File: src/rtl/pc_seq_pkg.sv
package pc_seq_pkg;
  localparam int ADDR_W = 16;
  localparam int DATA_W = 8;
  localparam int LEN_W  = 2;

  typedef enum logic [1:0] {
    BR_NONE = 2'd0,
    BR_REL  = 2'd1,
    BR_LONG = 2'd2,
    BR_RSVD = 2'd3
  } brKind_t;

  typedef struct packed {
    logic loadTarget;
    logic addOffset;
    logic addLength;
  } pcStrobe_t;
endpackage

File: src/rtl/pc_seq_ctrl.sv
module pc_seq_ctrl
  import pc_seq_pkg::*;
(
  input  logic       stepEn,
  input  logic [1:0] branchKind,
  output pcStrobe_t  strb
);
  always_comb begin
    strb = '0;
    unique case (brKind_t'(branchKind))
      BR_REL: begin
        strb.addOffset = 1'b1;
        strb.addLength = 1'b1;
      end
      BR_LONG: strb.loadTarget = 1'b1;
      default: strb.addLength = stepEn;
    endcase
  end
endmodule

File: src/rtl/pc_seq_dp.sv
module pc_seq_dp
  import pc_seq_pkg::*;
#(
  parameter int AW = ADDR_W,
  parameter int DW = DATA_W,
  parameter int LW = LEN_W
) (
  input  logic          clk,
  input  logic          rstN,
  input  pcStrobe_t     strb,
  input  logic [LW-1:0] instLen,
  input  logic [DW-1:0] relOffset,
  input  logic [AW-1:0] jumpTarget,
  input  logic [DW-1:0] accIn,
  input  logic [AW-1:0] ptrIn,
  input  logic          idxSelPc,
  output logic [AW-1:0] pcOut,
  output logic [AW-1:0] codeAddr,
  output logic [AW-1:0] ptrInc
);
  localparam int OFF_PAD = AW - DW;
  localparam int LEN_PAD = AW - LW;

  logic [AW-1:0] pcQ;
  logic [AW-1:0] lenExt;
  logic [AW-1:0] offExt;
  logic [AW-1:0] accExt;
  logic [AW-1:0] seqAddr;
  logic [AW-1:0] relAddr;
  logic [AW-1:0] nextPc;
  logic [AW-1:0] idxBase;
  logic          pcWe;

  assign lenExt  = {{LEN_PAD{1'b0}}, instLen};
  assign offExt  = {{OFF_PAD{relOffset[DW-1]}}, relOffset};
  assign accExt  = {{OFF_PAD{1'b0}}, accIn};
  assign seqAddr = pcQ + lenExt;
  assign relAddr = seqAddr + offExt;
  assign pcWe    = strb.loadTarget | strb.addLength;

  always_comb begin
    if (strb.loadTarget)     nextPc = jumpTarget;
    else if (strb.addOffset) nextPc = relAddr;
    else                     nextPc = seqAddr;
  end

  always_ff @(posedge clk or negedge rstN) begin
    if (!rstN)     pcQ <= '0;
    else if (pcWe) pcQ <= nextPc;
  end

  assign idxBase  = idxSelPc ? pcQ : ptrIn;
  assign codeAddr = idxBase + accExt;
  assign ptrInc   = ptrIn + {{(AW-1){1'b0}}, 1'b1};
  assign pcOut    = pcQ;
endmodule

File: src/rtl/pc_seq_unit.sv
module pc_seq_unit
  import pc_seq_pkg::*;
(
  input  logic              clk,
  input  logic              rstN,
  input  logic              stepEn,
  input  logic [LEN_W-1:0]  instLen,
  input  logic [1:0]        branchKind,
  input  logic [DATA_W-1:0] relOffset,
  input  logic [ADDR_W-1:0] jumpTarget,
  input  logic [DATA_W-1:0] accIn,
  input  logic [ADDR_W-1:0] ptrIn,
  input  logic              idxSelPc,
  output logic [ADDR_W-1:0] pcOut,
  output logic [ADDR_W-1:0] codeAddr,
  output logic [ADDR_W-1:0] ptrInc
);
  pcStrobe_t strb;

  pc_seq_ctrl u_ctrl (
    .stepEn    (stepEn),
    .branchKind(branchKind),
    .strb      (strb)
  );

  pc_seq_dp #(.AW(ADDR_W), .DW(DATA_W), .LW(LEN_W)) u_dp (
    .clk       (clk),
    .rstN      (rstN),
    .strb      (strb),
    .instLen   (instLen),
    .relOffset (relOffset),
    .jumpTarget(jumpTarget),
    .accIn     (accIn),
    .ptrIn     (ptrIn),
    .idxSelPc  (idxSelPc),
    .pcOut     (pcOut),
    .codeAddr  (codeAddr),
    .ptrInc    (ptrInc)
  );
endmodule

File: config.mk
export PLATFORM = sky130hd
export DESIGN_NAME = pc_seq_unit
export DESIGN_NICKNAME = d
export VERILOG_FILES = /design/src/rtl/pc_seq_pkg.sv /design/src/rtl/pc_seq_ctrl.sv /design/src/rtl/pc_seq_dp.sv /design/src/rtl/pc_seq_unit.sv
export SDC_FILE = /design/constraint.sdc
export NUM_CORES = 1
export LEC_CHECK = 0
export ABC_AREA = 1
export BUFFER_PORTS_ARGS = -buffer_cell sky130_fd_sc_hd__buf_2
export CORE_MARGIN = 2
export CORE_UTILIZATION = 45
export DETAILED_ROUTE_END_ITERATION = 8
export PLACE_DENSITY = 0.81
export SETUP_SLACK_MARGIN = 0.5
export SLEW_MARGIN = 30
export SYNTH_ARGS = -nofsm -noshare
export SYNTH_HDL_FRONTEND = slang
export SYNTH_SLANG_ARGS = --single-unit
File: constraint.sdc
create_clock -name clk -period 3.16 [get_ports clk]
set_input_delay 0 -clock clk [delete_from_list [all_inputs] [get_ports clk]]
set_output_delay 0 -clock clk [all_outputs]
set_load 0.03 [all_outputs]
==> impl_metrics.toml <==
[layout]
seqCellArea_sq_um = 403
final_nets = 730
final_common_cell = "nand2_1"
fin_area_sq_mm = 0.00436
drive_above_1_share_pct = 35.8
fin_util_pct = 64.5
layoutNonFillerInstCount = 719
num-fill-cells = 577
final_cell_mix = "nand2_1 (130), buf_2 (98), inv_1 (67)"
largest_reg_flops = 16
area_delta_synth_final_pct = 39.4
multiInputGateArea_sq_mm = 0.00278
antenna_cells = 0

[route]
drt-pass1-iter-count = 6
vias = 3842
wl_per_cell_um = 14.3
drt_iter0_drc = 425
via_per_inst = 5.34
drc_errors = 0
drt_wl_total_um = 10300
ant_nets = 0

[clock_tree]
htreeDepth = 1
insertion_delay_ps = 260
path_clk_slew_ps = 70
cts-root-buf = "clkbuf_8"
clkSinkCount = 16
clockBufferDepth = 2
cts_buffers = 3
cts_tree = "done"

[logic_synthesis]
yosysSeqAreaShare_pct = 12.8
synthTopCellsByArea = "nand2_1 (19%), dfrtp_1 (13%), ha_1 (12%), inv_1 (8.5%), xor2_1 (7.8%)"
synth_xor_area_share_pct = 10.9
yosys-mux-area-fraction_pct = 0
synth-compound-area-share_pct = 12.6
ys_ff_latch = 16
synth_top_family_by_area = "simple AND/OR/NAND/NOR gates"
synth-simple-area-share_pct = 38.6
synth_nets = 606
synth_cell_types = 36
ys_warn_count = 0
synthAdderAreaFrac_pct = 14.3
synth_top_area_share_pct = 18.6
synth_area_sq_mm = 0.00313
yosys.area.top_type = "nand2_1"
netlist_instances = 516
syn_avg_cell_area_sq_um = 6.06

[global_routing]
overflow = 0
antenna_found_initial = 0
grt_pass1_wl_um = 15000
grt_pass1_vias = 3386
grt_max_degree = 29
grtUsageTotal_pct = 24.2

[timing]
finalHoldViolCount = 0
period_needed_ps = 3000
skew_ps = 3.12
setup_viol_count_final = 0
final.setup.tns_ps = 0
max_freq_ghz = 0.333
maxSlewViolCount = 0
slew_headroom_pct = 58.2
worstMarginPinSlew_ps = 626
period_share_pct = 95.1
rsz0062_at_grt = "true"

[placed_design]
dp_hpwl_um = 7450
io_buffers = 103
placed_cells = 690
placed_area_sq_mm = 0.00377
gp_congestion = 0.923

[worst_setup_path]
cp-start-kind = "flop"
cp_slowest_stage_delay_ps = 390
path_max_fanout = 4
cp_top_family = "simple AND/OR/NAND/NOR gates"
timing.rr.end = "u_dp.pcOut[15]"
cpMostUsedCell = "nand2_1"
path_class = "reg -> reg"
r2r_start = "u_dp.pcOut[0]"
r2r_slack_ps = 160
cp_num_buf_inv = 1
crit_arrival_ps = 3160
worstPathRequired_ps = 3310
cp_cell_sequence = "ha_4, fa_2, nand2_2, nor2_4, nand4_4, nor2_4, nand3_2, and2_4, ha_4, a21oi_2, nand2_1, a21oi_2, buf_4, nand3_4, nand4_1, nand3_1, nand2_1, nand2_1"
ff2ff_path_depth = 18
crit_cells = 18
end_kind = "flop"
crit_slowest_cell = "dfrtp_2"

[floorplan]
io_pins = 104
rows = 30
dieArea_sq_mm = 0.00763
start_util_pct = 46.3
core_sq_mm = 0.00676
die_y_um = 87.4
die_x_um = 87.4

[power]
internal_power_mw = 1.25
p_sw_mw = 1.64
switching_share_pct = 56.7
p_clk_share_pct = 6.7
p_leak_nw = 2.34
p_seq_share_pct = 14.6
vdd_drop_max_uv = 219
power_density_mw_per_mm2 = 663
comb_power_share_pct = 78.8
power_mw = 2.89

[min_path]
holdPathEnd = "u_dp.pcOut[0]"
hold_path.class = "in -> reg"
min_from = "jumpTarget[0]"
hold_path_depth = 3

[flow_run]
maxCapViolCount = 0

[outcome]
status = "completed"
[logic make-up (layout without fill, tap and decap cells)]
family                   count (synthesis)  in the layout
AO/OA/AOI/OAI                           70             70
flip-flops                              16             16
AND/OR/NAND/NOR                        271            271
adder cells (fa/ha/maj)                 34             34
buffers and inverters                   86            209
XOR/XNOR                                39             39
[stage by stage]
step | setup WS [ps] | hold WS (ps)
2_1_floorplan | 364 | -296
3_3_place_gp | 292 | -61.9
3_5_place_dp | 208 | -61.2
4_1_cts | 292 | 8.83
5_1_grt | 22.1 | 39.2
6_report | 155 | 24.0
[worst max path at each step]
stage               slack [ps]           from             end
global placement           290  u_dp.pcOut[0]  u_dp.pcOut[14]
floorplan                  360  u_dp.pcOut[0]  u_dp.pcOut[15]
finish                     160  u_dp.pcOut[0]  u_dp.pcOut[15]
CTS                        290  u_dp.pcOut[0]  u_dp.pcOut[15]
global route                20  u_dp.pcOut[1]  u_dp.pcOut[15]
detailed placement         210  u_dp.pcOut[0]  u_dp.pcOut[15]
[tightest hold or removal path: stages]
cell and delay [ps]:
buf_2 70, o21ai_0 50, o21ai_0 120
[power groups by stage]
stage | Sequential (mW) | Clock, mW | Combinational [mW]
6_report | 0.421 | 0.193 | 2.28
5_1_grt | 0.433 | 0.197 | 2.49
4_1_cts | 0.407 | 0.190 | 2.02
3_5_place_dp | 0.401 | 0 | 1.86
3_3_place_gp | 0.397 | 0 | 1.81
2_1_floorplan | 0.507 | 0 | 1.28
[repair_timing]
action | CTS | global route
gates resized for setup | 32 | 57
hold endpoints to repair | 18 | 0
setup endpoints to repair | 12 | 16
buffers inserted | 9 | 13
pin swaps | 26 | 39
hold buffers | 3 | 0
[synthesized netlist by cell type]
library cell	number
nand2_1	155
inv_1	71
nand3_1	46
nor2_1	40
ha_1	31
xor2_1	28
o21ai_0	26
a21oi_1	24
dfrtp_1	16
xnor2_1	11
nand4_1	6
o21ai_1	6
clkbuf_1	5
inv_2	4
o211ai_1	4
a21o_1	3
and2_1	3
buf_2	3
buf_4	3
fa_1	3
nand3_2	3
nand3b_1	3
nor2_2	3
nor3_2	3
nand4_2	2
nor2_4	2
nor3_1	2
o21ai_2	2
a22oi_1	1
a22oi_2	1
nand2_2	1
nor3_4	1
o21bai_1	1
o221ai_1	1
o22ai_1	1
or2_2	1
[routing by layer]
metal / vias up / global-route usage, % / wire [um]
li1: 1902 / - / -
met1: 1776 / 29.7 / 4410
met2: 151 / 44.7 / 5120
met3: 13 / 2.09 / 609
met4: 0 / 6.57 / 129
met5: - / 0 / 0
[cell type report]
cell class / count / share of cell area, %
multi-input cells: 414 / 63.7
repair buffers: 130 / 17.0
well taps: 80 / 2.30
clock buffers: 4 / 1.26
flip-flops and latches: 16 / 9.24
inverters: 75 / 6.46
(Power assumes the default switching activity.)
